<file path="src/rtl/nand_ecc_pkg.sv">
package nand_ecc_pkg;
  localparam int REG_AW = 5;
  localparam logic [REG_AW-1:0] OFS_LINE_LO = 5'h00;
  localparam logic [REG_AW-1:0] OFS_LINE_HI = 5'h04;
  localparam logic [REG_AW-1:0] OFS_COL     = 5'h08;
  localparam logic [REG_AW-1:0] OFS_CNT     = 5'h0C;
  localparam logic [REG_AW-1:0] OFS_CLR     = 5'h10;
  localparam logic [REG_AW-1:0] OFS_DATA    = 5'h14;

  typedef enum logic [2:0] {
    SEL_NONE, SEL_LINE_LO, SEL_LINE_HI, SEL_COL, SEL_CNT, SEL_DATA
  } rd_sel_e;
endpackage

</file>
<file path="src/rtl/nand_ecc_decode.sv">
module nand_ecc_decode
  import nand_ecc_pkg::*;
(
  input  logic              req_i,
  input  logic              we_i,
  input  logic [REG_AW-1:0] addr_i,
  output logic              acc_o,
  output logic              clr_o,
  output logic              flash_wr_o,
  output logic              flash_rd_o,
  output logic              rd_o,
  output rd_sel_e           sel_o
);
  logic hit_data;

  always_comb begin
    hit_data   = req_i && (addr_i == OFS_DATA);
    acc_o      = hit_data;
    clr_o      = req_i && we_i && (addr_i == OFS_CLR);
    flash_wr_o = hit_data && we_i;
    flash_rd_o = hit_data && !we_i;
    rd_o       = req_i && !we_i;
    unique case (addr_i)
      OFS_LINE_LO: sel_o = SEL_LINE_LO;
      OFS_LINE_HI: sel_o = SEL_LINE_HI;
      OFS_COL:     sel_o = SEL_COL;
      OFS_CNT:     sel_o = SEL_CNT;
      OFS_DATA:    sel_o = SEL_DATA;
      default:     sel_o = SEL_NONE;
    endcase
  end
endmodule

</file>
<file path="src/rtl/nand_ecc_parity.sv">
module nand_ecc_parity #(
  parameter int CNT_W  = 8,
  parameter int DATA_W = 8
) (
  input  logic                         clk_i,
  input  logic                         rst_ni,
  input  logic                         clr_i,
  input  logic                         acc_i,
  input  logic [DATA_W-1:0]            byte_i,
  output logic [2*CNT_W-1:0]           line_o,
  output logic [2*$clog2(DATA_W)-1:0]  col_o,
  output logic [CNT_W-1:0]             cnt_o
);
  localparam int IDX_W  = $clog2(DATA_W);
  localparam int COL_W  = 2 * IDX_W;
  localparam int LINE_W = 2 * CNT_W;

  logic [LINE_W-1:0] line_q, line_x;
  logic [COL_W-1:0]  col_q, col_x;
  logic [CNT_W-1:0]  cnt_q;
  logic              byte_par;

  assign byte_par = ^byte_i;

  // byte parity steered into the even or odd member of each address-bit pair
  for (genvar k = 0; k < CNT_W; k++) begin : g_line
    assign line_x[2*k]   = byte_par & ~cnt_q[k];
    assign line_x[2*k+1] = byte_par &  cnt_q[k];
  end

  for (genvar j = 0; j < IDX_W; j++) begin : g_col
    logic even_p, odd_p;
    always_comb begin
      even_p = 1'b0;
      odd_p  = 1'b0;
      for (int i = 0; i < DATA_W; i++) begin
        if (((i >> j) & 1) != 0) odd_p  = odd_p  ^ byte_i[i];
        else                     even_p = even_p ^ byte_i[i];
      end
    end
    assign col_x[2*j]   = even_p;
    assign col_x[2*j+1] = odd_p;
  end

  always_ff @(posedge clk_i or negedge rst_ni) begin
    if (!rst_ni) begin
      line_q <= '0;
      col_q  <= '0;
      cnt_q  <= '0;
    end else if (clr_i) begin
      line_q <= '0;
      col_q  <= '0;
      cnt_q  <= '0;
    end else if (acc_i) begin
      line_q <= line_q ^ line_x;
      col_q  <= col_q ^ col_x;
      cnt_q  <= cnt_q + 1'b1;
    end
  end

  assign line_o = line_q;
  assign col_o  = col_q;
  assign cnt_o  = cnt_q;

  AST_CLR_ZERO: assert property (@(posedge clk_i) disable iff (!rst_ni)
    clr_i |=> (cnt_q == '0 && line_q == '0 && col_q == '0)) else $error("clear");
  AST_CNT_STEP: assert property (@(posedge clk_i) disable iff (!rst_ni)
    (acc_i && !clr_i) |=> cnt_q == CNT_W'($past(cnt_q) + 1'b1)) else $error("count");
  AST_IDLE_HOLD: assert property (@(posedge clk_i) disable iff (!rst_ni)
    (!acc_i && !clr_i) |=> ($stable(line_q) && $stable(col_q) && $stable(cnt_q))) else $error("hold");
  AST_LINE_PAIR_AGREE: assert property (@(posedge clk_i) disable iff (!rst_ni)
    (^line_q[1:0]) == (^line_q[LINE_W-1 -: 2])) else $error("line pairs");
  AST_COL_PAIR_AGREE: assert property (@(posedge clk_i) disable iff (!rst_ni)
    (^col_q[1:0]) == (^line_q[1:0])) else $error("col pairs");
endmodule

</file>
<file path="src/rtl/nand_ecc_rdmux.sv">
module nand_ecc_rdmux
  import nand_ecc_pkg::*;
#(
  parameter int LINE_W = 16,
  parameter int COL_W  = 6,
  parameter int CNT_W  = 8
) (
  input  logic              clk_i,
  input  logic              rst_ni,
  input  logic              rd_i,
  input  rd_sel_e           sel_i,
  input  logic [LINE_W-1:0] line_i,
  input  logic [COL_W-1:0]  col_i,
  input  logic [CNT_W-1:0]  cnt_i,
  input  logic [7:0]        flash_rdata_i,
  output logic [7:0]        rdata_o
);
  logic [15:0] line16;
  logic [7:0]  rd_d, rdata_q;

  assign line16 = 16'(line_i);

  always_comb begin
    unique case (sel_i)
      SEL_LINE_LO: rd_d = line16[7:0];
      SEL_LINE_HI: rd_d = line16[15:8];
      SEL_COL:     rd_d = 8'(col_i);
      SEL_CNT:     rd_d = 8'(cnt_i);
      SEL_DATA:    rd_d = flash_rdata_i;
      default:     rd_d = 8'h00;
    endcase
  end

  always_ff @(posedge clk_i or negedge rst_ni) begin
    if (!rst_ni)   rdata_q <= 8'h00;
    else if (rd_i) rdata_q <= rd_d;
  end

  assign rdata_o = rdata_q;

  AST_COL_TOP_ZERO: assert property (@(posedge clk_i) disable iff (!rst_ni)
    (rd_i && sel_i == SEL_COL) |=> (rdata_o >> COL_W) == 8'h00) else $error("col top");
  AST_RD_LATENCY: assert property (@(posedge clk_i) disable iff (!rst_ni)
    (rd_i && sel_i == SEL_DATA) |=> rdata_o == $past(flash_rdata_i)) else $error("latency");
endmodule

</file>
<file path="src/rtl/nand_ecc_acc.sv">
module nand_ecc_acc
  import nand_ecc_pkg::*;
#(
  parameter int CNT_W = 8
) (
  input  logic              clk_i,
  input  logic              rst_ni,
  input  logic              reg_req_i,
  input  logic              reg_we_i,
  input  logic [REG_AW-1:0] reg_addr_i,
  input  logic [7:0]        reg_wdata_i,
  output logic [7:0]        reg_rdata_o,
  output logic              flash_wr_o,
  output logic              flash_rd_o,
  output logic [7:0]        flash_wdata_o,
  input  logic [7:0]        flash_rdata_i
);
  localparam int DATA_W = 8;
  localparam int LINE_W = 2 * CNT_W;
  localparam int COL_W  = 2 * $clog2(DATA_W);

  logic              acc, clr, rd;
  rd_sel_e           sel;
  logic [DATA_W-1:0] acc_byte;
  logic [LINE_W-1:0] line;
  logic [COL_W-1:0]  col;
  logic [CNT_W-1:0]  cnt;

  nand_ecc_decode u_decode (
    .req_i      (reg_req_i),
    .we_i       (reg_we_i),
    .addr_i     (reg_addr_i),
    .acc_o      (acc),
    .clr_o      (clr),
    .flash_wr_o (flash_wr_o),
    .flash_rd_o (flash_rd_o),
    .rd_o       (rd),
    .sel_o      (sel)
  );

  assign flash_wdata_o = reg_wdata_i;
  assign acc_byte      = reg_we_i ? reg_wdata_i : flash_rdata_i;

  nand_ecc_parity #(.CNT_W(CNT_W), .DATA_W(DATA_W)) u_parity (
    .clk_i  (clk_i),
    .rst_ni (rst_ni),
    .clr_i  (clr),
    .acc_i  (acc),
    .byte_i (acc_byte),
    .line_o (line),
    .col_o  (col),
    .cnt_o  (cnt)
  );

  nand_ecc_rdmux #(.LINE_W(LINE_W), .COL_W(COL_W), .CNT_W(CNT_W)) u_rdmux (
    .clk_i         (clk_i),
    .rst_ni        (rst_ni),
    .rd_i          (rd),
    .sel_i         (sel),
    .line_i        (line),
    .col_i         (col),
    .cnt_i         (cnt),
    .flash_rdata_i (flash_rdata_i),
    .rdata_o       (reg_rdata_o)
  );

  AST_STROBE_EXCL: assert property (@(posedge clk_i) disable iff (!rst_ni)
    !(flash_wr_o && flash_rd_o)) else $error("strobes");
endmodule

</file>
<file path="config.mk">
export PLATFORM = sky130hd
export DESIGN_NAME = nand_ecc_acc
export DESIGN_NICKNAME = d
export VERILOG_FILES = /design/src/rtl/nand_ecc_pkg.sv /design/src/rtl/nand_ecc_decode.sv /design/src/rtl/nand_ecc_parity.sv /design/src/rtl/nand_ecc_rdmux.sv /design/src/rtl/nand_ecc_acc.sv
export SDC_FILE = /design/constraint.sdc
export NUM_CORES = 1
export LEC_CHECK = 0
export ABC_AREA = 0
export BUFFER_PORTS_ARGS = -buffer_cell sky130_fd_sc_hd__buf_2
export CAP_MARGIN = 20
export CORE_ASPECT_RATIO = 0.6
export CORE_MARGIN = 8
export CORE_UTILIZATION = 55
export DETAILED_ROUTE_END_ITERATION = 8
export HOLD_SLACK_MARGIN = 0.12
export PLACE_DENSITY = 0.89
export SYNTH_ARGS = -nofsm -noshare
export SYNTH_HDL_FRONTEND = slang
export SYNTH_SLANG_ARGS = --single-unit
</file>
<file path="constraint.sdc">
create_clock -name clk_i -period 1.9 [get_ports clk_i]
set_input_delay 0.285 -clock clk_i [delete_from_list [all_inputs] [get_ports clk_i]]
set_output_delay 0.285 -clock clk_i [all_outputs]
set_load 0.01 [all_outputs]
</file>
==> results of run 1 <==
## sequential cells by signal, indices dropped and copies added (netlist names)
signal / flops
u_parity.cnt_o: 8
u_parity.col_o: 6
u_parity.line_o: 16
u_rdmux.rdata_o: 8
## where the power goes
part | switching (uW) | leakage (uW) | total (uW) | internal, uW
registers | 134 | 0.000516 | 1070 | 939
logic | 321 | 0.000772 | 625 | 305
clock network | 295 | 0.0000482 | 588 | 293
## worst max-delay path by stage
stage | startpoint | to | cells after the start
detailed placement | reg_we_i | u_parity.line_o[8]$_DFFE_PN0P_ | 7
global route | reg_addr_i[1] | flash_wr_o | 7
finish | reg_addr_i[1] | flash_wr_o | 7
CTS | reg_addr_i[1] | flash_wr_o | 7
global placement | reg_wdata_i[6] | u_parity.line_o[12]$_DFFE_PN0P_ | 8
floorplan | reg_we_i | u_parity.line_o[10]$_DFFE_PN0P_ | 7
## kinds of logic after synthesis
family / after synthesis / synth area share (%)
AND/OR/NAND/NOR: 63 / 14.1
buffers and inverters: 24 / 5.48
XOR/XNOR: 28 / 10.5
adder cells (fa/ha/maj): 1 / 0.538
multiplexers: 12 / 5.59
AO/OA/AOI/OAI: 76 / 22.8
flip-flops: 38 / 40.9
## through the flow
step	power [uW]	std cells	TNS [ns]	hold WS (ns)	cell area, um2
after floorplan	1400	242	0	-0.0106	2330
after global placement	1650	357	-0.214	0.361	2780
after detailed placement	1690	357	-0.859	0.359	2780
after CTS	2270	366	0	0.491	2880
after global routing	2400	366	0	0.509	2880
final	2290	366	0	0.496	2880
## critical path: stages
cell	delay, ns
buf_2	0.12
nor2_1	0.22
nand3_1	0.21
nor2_2	0.19
buf_4	0.23
and2_1	0.15
buf_2	0.13
## metal layers
layer	share of wire (%)	vias up	routed length (um)	GRT usage, %
met5	0	-	0	0
met4	1.2	0	81	6.17
met3	8.2	13	543	6.62
met2	45	87	2990	31.5
met1	46	1051	3030	27.3
li1	-	1014	-	-
## cell usage in the layout (no fill, tap or decap)
| cell type | netlist | final |
|---|---|---|
| buf_12 | 0 | 1 |
| nor4b_2 | 1 | 1 |
| and3_1 | 1 | 1 |
| clkinv_2 | 0 | 1 |
| xnor2_1 | 12 | 12 |
| nand3_1 | 1 | 1 |
| dfrtp_1 | 38 | 38 |
| o211ai_1 | 6 | 6 |
| mux2_2 | 8 | 8 |
| buf_4 | 9 | 36 |
| and4b_1 | 2 | 2 |
| buf_2 | 3 | 42 |
| nand4_1 | 3 | 3 |
| o21ai_0 | 10 | 10 |
| or4_1 | 1 | 1 |
| mux2i_1 | 4 | 4 |
| nor2_1 | 11 | 10 |
| a2111oi_2 | 1 | 1 |
| nand2_1 | 23 | 23 |
| a22oi_1 | 14 | 14 |
| ha_1 | 1 | 1 |
| a21oi_1 | 16 | 16 |
| xor2_1 | 16 | 16 |
| nor2b_1 | 1 | 1 |
| or2_1 | 1 | 1 |
| nor2_2 | 0 | 1 |
| o311ai_0 | 7 | 7 |
| nor4bb_1 | 1 | 1 |
| nand2b_1 | 4 | 4 |
| dlygate4sd3_1 | 0 | 1 |
| clkbuf_8 | 0 | 6 |
| or3_1 | 10 | 10 |
| nor3_1 | 1 | 1 |
| nor3b_1 | 1 | 1 |
| clkbuf_1 | 9 | 1 |
| o31ai_1 | 14 | 14 |
| a22o_1 | 8 | 8 |
| and2_1 | 1 | 1 |
## cells in the mapped netlist, types with 2 or more instances
cell type and instances:
a22oi_1 14, buf_4 9, xnor2_1 12, a21oi_1 16, o311ai_0 7, and4b_1 2, mux2_2 8, buf_2 3
a22o_1 8, nand2b_1 4, nand2_1 23, xor2_1 16, or3_1 10, buf_1 3, clkbuf_1 9, o31ai_1 14
dfrtp_1 38, o21ai_0 10, o211ai_1 6, nand4_1 3, mux2i_1 4, nor2_1 11
## cell type report
| cell class | count | area share (%) |
|---|---|---|
| clock inverter | 1 | 0.174 |
| sequential | 38 | 33.0 |
| clock buffer | 7 | 3.00 |
| tap | 60 | 2.61 |
| multi-input combinational | 180 | 43.5 |
| timing repair buffer | 80 | 17.7 |
## repair_timing
action / CTS / global route
resized for setup: 0 / 1
endpoints found under the setup margin: 0 / 1
hold buffers: 1 / 0
hold endpoints to repair: 38 / 0
==> reports/metrics.csv, run 1 <==
stage;metric;value;unit
pwr;power.leakage;0.00134;uW
synthesis;synth_top_area_share;40.9;%
timing;max_slew_margin;66.8;%
clocking;post-cts-setup-buffer-count;0;
grt;grt_pass1_wl;10700;um
floorplan;core_area;4080;um2
grt;grt_max_degree;39;
timing;slew_viol_final;0;
cells_and_area;nets;331;
clocking;clk-insertion-delay-late;0.30;ns
setup_path;worstReg2RegStart;u_parity.cnt_o[2]$_DFFE_PN0P_;
setup_path;crit_arrival;1.53;ns
drt;drc;0;
grt;grt_pass1_vias;2118;
setup_path;r2r_end;u_parity.cnt_o[5]$_DFFE_PN0P_;
grt;antenna_found_initial;0;
hold_path;holdPathStages;1;
synthesis;synth_edf_count;0;
cells_and_area;drive_gt1_share;31.7;%
drt;wl_per_cell;18.1;um
placement;hpwl;5050;um
setup_path;r2r_setup_slack;0.46;ns
cells_and_area;diodes;0;
grt;track_usage;20.6;%
timing;hold_viol;0;
setup_path;crit_fanout;15;
synthesis;synth-async-reset-ratio;100;%
floorplan;die_height;66.4;um
placement;io_buffers;42;
timing;setup_violations;0;
hold_path;hold_end;u_parity.line_o[4]$_DFFE_PN0P_;
floorplan;pin_count;43;
status;status;finished clean;
setup_path;worstRegToRegCells;3;
synthesis;synth_seq_area_share;40.9;%
hold_path;worstHoldStart;u_parity.line_o[4]$_DFFE_PN0P_;
clocking;cts_root_buf;clkbuf_8;
synthesis;ys_warn_count;0;
drt;viasPerCell;5.92;
placement;place_ws;-0.0842;ns
setup_path;cp.required;1.62;ns
clocking;cts_tree;done;
clocking;clk_pin_slew_worst_paths;0.07;ns
cells_and_area;multiInputGateArea;1250;um2
clocking;h-tree-depth;2;
timing;tightest_slew;0.498;ns
clocking;cts_made_buffers;5;
synthesis;synth.distinct_cells;34;
setup_path;endpoint_kind;output port;
synthesis;ys.flop_type;dfrtp_1;
pwr;peakVddDrop;0.455;mV
synthesis;avgSynthCellArea;9.62;um2
floorplan;die_w;100;um
drt;dr.pass1.iters;4;
floorplan;start_util;57.1;%
floorplan;fp-row-count;18;
cells_and_area;syn_to_final_growth;23.7;%
placement;gp_congestion;0.843;
flow_run;drv_cap;0;
timing;fmaxAchievable;551;MHz
pwr;power.density;794;nW/um2
timing;final.setup.worst_slack;0.0864;ns
grt;overflow;0;
timing;finalCritPeriodShare;95.5;%
setup_path;critPathKind;primary input to output port;
drt;detail-route-antenna-nets;0;
synthesis;syn-instance-count;242;
synthesis;synth_nets;268;
timing;fin_skew;0.00956;ns
synthesis;ys_ff_latch;38;
clocking;clock_sinks;38;
timing;rsz0062_at_grt;no;
timing;fin_crit;1.81;ns
cells_and_area;fin_util;70.6;%
clocking;clk_path_buf_depth;2;
hold_path;hp-class;register to register;
setup_path;cp-start-kind;primary input;
synthesis;netlist_area;2330;um2
synthesis;synth_top_area_cell;dfrtp_1;
drt;routed_wl;6640;um
drt;vias;2165;
floorplan;design.die.area;6640;um2
drt;drt_iter0_markers;161;
synthesis;synth_area_leaders;dfrtp_1 (41%), xor2_1 (6.0%), a22oi_1 (4.5%), o31ai_1 (4.5%), xnor2_1 (4.5%);
cells_and_area;n_fill_cell;300;
cells_and_area;regArea;951;um2
Note: power is estimated with default switching activity, not from simulation.
==> run 2, diff against run 1 <==
--- a/config.mk
+++ b/config.mk
@@ -10,10 +10,12 @@
 export CAP_MARGIN = 20
 export CORE_ASPECT_RATIO = 0.6
 export CORE_MARGIN = 8
-export CORE_UTILIZATION = 55
+export CORE_UTILIZATION = 56
+export CTS_BUF_LIST = sky130_fd_sc_hd__clkbuf_8
 export DETAILED_ROUTE_END_ITERATION = 8
 export HOLD_SLACK_MARGIN = 0.12
-export PLACE_DENSITY = 0.89
+export MAX_ROUTING_LAYER = met4
+export PLACE_DENSITY = 0.9
 export SYNTH_ARGS = -nofsm -noshare
 export SYNTH_HDL_FRONTEND = slang
 export SYNTH_SLANG_ARGS = --single-unit
==> reports/metrics.csv, run 2 (synthesis gave the netlist of run 1 again) <==
stage;metric;value;unit;change
status;status;finished clean;;
drt;detail-route-antenna-nets;0;;unchanged
pwr;p_total;2240;uW;-2.0%
drt;dr.pass1.iters;5;;+1
clocking;cts_made_buffers;5;;unchanged
cells_and_area;fin_util;69.2;%;-1.4 points
timing;rsz0062_at_grt;no;;
timing;tightest_slew;0.518;ns;+0.0197 ns
floorplan;die_w;99.2;um;-0.75%
grt;grt_pass1_wl;10300;um;-3.3%
timing;fin_skew;0.00352;ns;-0.00603 ns
pwr;power.density;799;nW/um2;+0.60%
grt;grt_pass1_vias;2084;;-1.6%
setup_path;worstSetupEndpoint;flash_wr_o;;
setup_path;r2r_end;u_parity.cnt_o[7]$_DFFE_PN0P_;;
clocking;cts_root_buf;clkbuf_8;;
flow_run;drv_cap;0;;unchanged
grt;overflow;0;;unchanged
pwr;seq_power_share;48.0;%;+1.1 points
setup_path;worstRegToRegCells;3;;unchanged
pwr;peakVddDrop;0.472;mV;+3.8%
setup_path;worstReg2RegStart;u_parity.cnt_o[2]$_DFFE_PN0P_;;
cells_and_area;syn_to_final_growth;20.5;%;
grt;antenna_found_initial;0;;unchanged
clocking;clk-insertion-delay-late;0.30;ns;about the same
timing;fin_crit;1.79;ns;-0.0231 ns
floorplan;design.die.area;6540;um2;-1.4%
cells_and_area;diodes;0;;unchanged
timing;setup_violations;0;;unchanged
setup_path;cp.required;1.62;ns;about the same
setup_path;r2r_setup_slack;0.48;ns;+0.02 ns
grt;grt_max_degree;39;;unchanged
pwr;power.leakage;0.00130;uW;-2.8%
clocking;cts_tree;done;;
clocking;clk_pin_slew_worst_paths;0.07;ns;about the same
drt;vias;2196;;+1.4%
clocking;clock_sinks;38;;unchanged
pwr;switching_share;33.4;%;+0.59 points
pwr;p_int;1490;uW;-2.8%
setup_path;endpoint_kind;output port;;
drt;wl_per_cell;18.7;um;+2.9%
floorplan;die_height;65.9;um;-0.68%
floorplan;pin_count;43;;unchanged
hold_path;hp-class;register to register;;
drt;drc;0;;unchanged
cells_and_area;multiInputGateArea;1250;um2;unchanged
timing;max_slew_margin;65.5;%;-1.3 points
drt;viasPerCell;6.29;;+6.4%
cells_and_area;final_cell_mix;buf_2 (42), dfrtp_1 (38), buf_4 (30);;
clocking;h-tree-depth;2;;unchanged
cells_and_area;drive_gt1_share;30.4;%;-1.3 points
hold_path;holdPathStages;1;;unchanged
pwr;p_clk_share;26.6;%;+0.9 points
pwr;p_sw;749;uW;-0.23%
floorplan;fp-row-count;18;;unchanged
timing;whs;0.495;ns;-0.00119 ns
cells_and_area;nets;324;;-2.1%
placement;place_ws;-0.0808;ns;+0.00341 ns
floorplan;core_area;4050;um2;-0.55%
timing;slew_viol_final;0;;unchanged
placement;gp_congestion;0.902;;+7.0%
setup_path;crit_arrival;1.51;ns;-0.02 ns
cells_and_area;regArea;951;um2;unchanged
cells_and_area;n_fill_cell;311;;+3.7%
timing;final.setup.worst_slack;0.109;ns;+0.0231 ns
setup_path;cp-startpoint;reg_addr_i[1];;
grt;track_usage;21.0;%;+0.41 points
placement;io_buffers;42;;unchanged
pwr;comb_power_share;25.4;%;-1.9 points
placement;hpwl;5040;um;-0.16%
setup_path;crit_fanout;13;;-2
cells_and_area;final_common_cell;buf_2;;
timing;finalCritPeriodShare;94.2;%;-1.2 points
timing;fmaxAchievable;558;MHz;+1.3%
floorplan;start_util;57.4;%;+0.32 points
setup_path;cp-start-kind;primary input;;
setup_path;critPathKind;primary input to output port;;
timing;hold_viol;0;;unchanged
drt;routed_wl;6520;um;-1.9%
drt;drt_iter0_markers;182;;+13%
cells_and_area;largest_reg_flops;16;;unchanged
clocking;clk_path_buf_depth;2;;unchanged
-- run 2: metal layers --
metal,routed length [um],track usage (%),up-vias,part of all wire (%)
met1,2820,26.8,1063,43
li1,-,-,1001,-
met4,148,7.87,0,2.3
met5,0,-,-,0
met3,703,6.30,17,11
met2,2850,31.0,115,44
-- run 2: repair_timing --
item                                    in CTS  in global routing
gates resized for setup                      0                  1
endpoints found under the setup margin       0                  1
hold buffers                                 1                  0
setup buffers                                0                  0
endpoints found under the hold margin       38                  0
-- run 2: worst min path at each step --
stage	start	slack [ns]	endpoint
floorplan	rst_ni	-0.01	u_parity.cnt_o[0]$_DFFE_PN0P_
global placement	rst_ni	0.36	u_parity.col_o[0]$_DFFE_PN0P_
detailed placement	rst_ni	0.37	u_parity.col_o[0]$_DFFE_PN0P_
CTS	u_parity.line_o[6]$_DFFE_PN0P_	0.50	u_parity.line_o[6]$_DFFE_PN0P_
global route	reg_addr_i[0]	0.51	u_rdmux.rdata_o[2]$_DFFE_PN0P_
finish	u_parity.line_o[13]$_DFFE_PN0P_	0.49	u_parity.line_o[13]$_DFFE_PN0P_
-- run 2: stage by stage --
step,std cells,TNS [ns],area [um2]
2_1_floorplan,242,0,2330
3_3_place_gp,340,-0.159,2700
3_5_place_dp,340,-0.695,2700
4_1_cts,349,0,2800
5_1_grt,349,0,2810
6_report,349,0,2810
-- run 2: worst max-delay path, stage by stage --
cell	delay, ns
buf_2	0.12
nor2_1	0.22
nand3_1	0.21
nor2_2	0.19
buf_4	0.21
and2_1	0.14
buf_2	0.13
-- run 2: cell type report --
type	count	area share, %
Clock buffer	6	2.94
Clock inverter	2	0.446
Multi-Input combinational cell	180	44.6
Sequential cell	38	33.9
Tap cell	50	2.23
Timing Repair Buffer	73	15.9
-- run 2: power groups by stage --
stage	clock network (uW)	registers [uW]	logic (uW)
3_3_place_gp	0	1070	525
3_5_place_dp	0	1080	560
6_report	597	1080	569
5_1_grt	639	1090	622
4_1_cts	608	1070	567
2_1_floorplan	0	1030	371
==> run 3, diff against run 2 <==
--- a/config.mk
+++ b/config.mk
@@ -5,7 +5,7 @@
 export SDC_FILE = /design/constraint.sdc
 export NUM_CORES = 1
 export LEC_CHECK = 0
-export ABC_AREA = 0
+export ABC_AREA = 1
 export BUFFER_PORTS_ARGS = -buffer_cell sky130_fd_sc_hd__buf_2
 export CAP_MARGIN = 20
 export CORE_ASPECT_RATIO = 0.6
@@ -15,7 +15,7 @@
 export DETAILED_ROUTE_END_ITERATION = 8
 export HOLD_SLACK_MARGIN = 0.12
 export MAX_ROUTING_LAYER = met4
-export PLACE_DENSITY = 0.9
+export PLACE_DENSITY = 0.89
 export SYNTH_ARGS = -nofsm -noshare
 export SYNTH_HDL_FRONTEND = slang
 export SYNTH_SLANG_ARGS = --single-unit
==> reports/metrics.csv, run 3 <==
stage;metric;value;unit;change
pwr;switching_share;33.3;%;-0.12 points
flow_run;drv_cap;0;;unchanged
synthesis;synth_edf_count;0;;unchanged
synthesis;ys_ff_latch;38;;unchanged
cells_and_area;largest_reg_flops;16;;unchanged
clocking;cts_made_buffers;5;;unchanged
timing;hold_viol;0;;unchanged
clocking;cts_root_buf;clkbuf_8;;
synthesis;synth.distinct_cells;29;;-15%
drt;vias;2925;;+33%
drt;detail-route-antenna-nets;0;;unchanged
synthesis;netlist_area;2750;um2;+18%
synthesis;syn-instance-count;427;;+76%
drt;viasPerCell;5.46;;-13%
synthesis;synth_area_leaders;dfrtp_1 (35%), nand2_1 (20%), inv_1 (9.1%), nor2_1 (4.8%), o21ai_0 (4.2%);;
timing;fin_skew;0.0121;ns;+0.00857 ns
pwr;seq_power_share;42.2;%;-5.8 points
drt;wl_per_cell;15.0;um;-19%
grt;grt_pass1_wl;13100;um;+27%
timing;tightest_slew;0.509;ns;-0.00879 ns
timing;setup_violations;0;;unchanged
cells_and_area;final_cell_mix;nand2_1 (150), inv_1 (67), buf_2 (42);;
floorplan;core_area;4660;um2;+15%
clocking;clock_sinks;38;;unchanged
setup_path;endpoint_kind;output port;;
cells_and_area;syn_to_final_growth;15.1;%;
pwr;peakVddDrop;0.475;mV;+0.44%
clocking;clk-insertion-delay-late;0.30;ns;about the same
timing;fin_crit;1.72;ns;-0.0731 ns
placement;gp_congestion;0.909;;+0.74%
synthesis;synth-async-reset-ratio;100;%;unchanged
placement;io_buffers;42;;unchanged
cells_and_area;fin_util;68.0;%;-1.2 points
setup_path;critPathKind;primary input to output port;;
setup_path;cpPeakStageDelay;0.31;ns;+0.09 ns
floorplan;fp-row-count;19;;+1
floorplan;start_util;59.1;%;+1.7 points
synthesis;avgSynthCellArea;6.45;um2;-33%
clocking;cts_tree;done;;
grt;grt_max_degree;39;;unchanged
timing;slew_viol_final;0;;unchanged
floorplan;pin_count;43;;unchanged
grt;antenna_found_initial;0;;unchanged
pwr;p_clk_share;32.3;%;+5.7 points
hold_path;hp-class;primary input to register;;
cells_and_area;layoutNonFillerInstCount;536;;+54%
drt;drc;0;;unchanged
timing;tns;0;ns;unchanged
setup_path;path_buf_inv;3;;unchanged
synthesis;ys.flop_type;dfrtp_1;;
cells_and_area;n_fill_cell;420;;+35%
cells_and_area;nets;498;;+54%
grt;track_usage;22.2;%;+1.2 points
timing;whs;0.476;ns;-0.0186 ns
setup_path;critPathTopFamily;simple AND/OR/NAND/NOR gates;;
timing;max_slew_margin;66.1;%;+0.59 points
drt;routed_wl;8060;um;+24%
synthesis;synth.most_common_cell;nand2_1;;
drt;drt_iter0_markers;300;;+65%
synthesis;ys_top_cells_by_count;nand2_1 (150), inv_1 (67), dfrtp_1 (38);;
clocking;clk_path_buf_depth;2;;unchanged
pwr;comb_power_share;25.5;%;about the same
cells_and_area;final_common_cell;nand2_1;;
timing;fmaxAchievable;582;MHz;+4.3%
timing;finalCritPeriodShare;90.4;%;-3.8 points
grt;overflow;0;;unchanged
drt;dr.pass1.iters;5;;unchanged
setup_path;cp.required;1.62;ns;about the same
setup_path;crit_arrival;1.43;ns;-0.08 ns
pwr;p_int;1790;uW;+20%
placement;placedCellCount;527;;+55%
synthesis;synth_top_area_cell;dfrtp_1;;
grt;grt_pass1_vias;2720;;+31%
synthesis;synth_top_area_share;34.5;%;-6.3 points
status;status;finished clean;;
clocking;post-cts-setup-buffer-count;0;;unchanged
clocking;h-tree-depth;2;;unchanged
clocking;clk_pin_slew_worst_paths;0.07;ns;about the same
setup_path;crit_path_cell_trace;buf_2, nor2_2, nand4_2, nor2_2, inv_2, nor2_1, buf_2;;
floorplan;design.die.area;7490;um2;+15%
placement;hpwl;6010;um;+19%
setup_path;cp-start-kind;primary input;;
cells_and_area;drive_gt1_share;18.0;%;-12 points
synthesis;synth_seq_area_share;34.5;%;-6.3 points
pwr;power.leakage;0.00192;uW;+47%
timing;rsz0062_at_grt;no;;
synthesis;ys_warn_count;0;;unchanged
synthesis;synth_nets;453;;+69%
pwr;p_sw;890;uW;+19%
cells_and_area;diodes;0;;unchanged
pwr;power.density;844;nW/um2;+5.6%
setup_path;crit_fanout;6;;-7
floorplan;die_w;107;um;+7.4%
floorplan;die_height;70.3;um;+6.7%
setup_path;slowest_stage;nor2_2;;
run 3: cell types whose count changed after synthesis, sizes merged, moves of 13 or more:
cell	previous run	this run
a22oi	14	0
inv	0	70
nand2	23	162
nand3	1	18
nand4	3	18
nor2	11	38
o21ai	10	23
xor2	16	0
run 3: timing repair:
action	in CTS	in global routing
endpoints found under the setup margin	0	6
hold buffers	1	0
hold endpoints to repair	38	0
resized for setup	0	1
run 3: logic make-up after synthesis:
logic type,synth area share [%]
AND/OR/NAND/NOR,38.0
buffers and inverters,15.0
AO/OA/AOI/OAI,10.1
flip-flops,34.5
XOR/XNOR,1.91
adder cells (fa/ha/maj),0.454
run 3: cell type report:
type	count	area, um2	area share [%]
Sequential cell	38	951	30.0
Inverter	70	268	8.45
Clock inverter	2	60.1	1.89
Timing Repair Buffer	58	333	10.5
Multi-Input combinational cell	299	1400	44.1
Clock buffer	6	82.6	2.60
Tap cell	63	78.8	2.49
run 3: tightest hold or removal path: stages:
cell	delay, ns
buf_2	0.09
inv_1	0.06
o22ai_1	0.12
o31ai_1	0.12
nand2_1	0.06
run 3: worst paths after layout:
path,cells after the start,slack (ns),endpoint,startpoint
max,7,0.18,flash_rd_o,reg_addr_i[1]
max in group asynchronous,3,0.96,u_parity.cnt_o[3]$_DFFE_PN0P_,rst_ni
max reg2reg,5,0.34,u_parity.cnt_o[7]$_DFFE_PN0P_,u_parity.cnt_o[2]$_DFFE_PN0P_
min reg2reg,2,0.51,u_rdmux.rdata_o[0]$_DFFE_PN0P_,u_rdmux.rdata_o[0]$_DFFE_PN0P_
min,5,0.48,u_rdmux.rdata_o[5]$_DFFE_PN0P_,flash_rdata_i[5]
min in group asynchronous,3,0.58,u_parity.line_o[8]$_DFFE_PN0P_,rst_ni
run 3: through the flow:
step / area (um2) / setup WS, ns / total power [uW]
6_report: 3170 / 0.183 / 2680
5_1_grt: 3170 / 0.0441 / 2810
4_1_cts: 3160 / 0.164 / 2660
3_5_place_dp: 3010 / -0.135 / 1790
3_3_place_gp: 3010 / -0.00534 / 1750
2_1_floorplan: 2750 / 0.341 / 1580
run 3: metal layers:
metal	global-route usage [%]	vias to the layer above	wire length, um
met2	32.8	150	3510
met3	5.95	15	894
met4	5.58	0	141
li1	-	1418	-
met1	29.4	1342	3510
met5	-	-	0
run 3: power by group through the flow:
stage | sequential [uW] | combinational (uW) | clock (uW)
floorplan | 1100 | 472 | 0
global placement | 1120 | 625 | 0
detailed placement | 1140 | 658 | 0
CTS | 1120 | 666 | 870
global route | 1150 | 761 | 903
finish | 1130 | 681 | 866
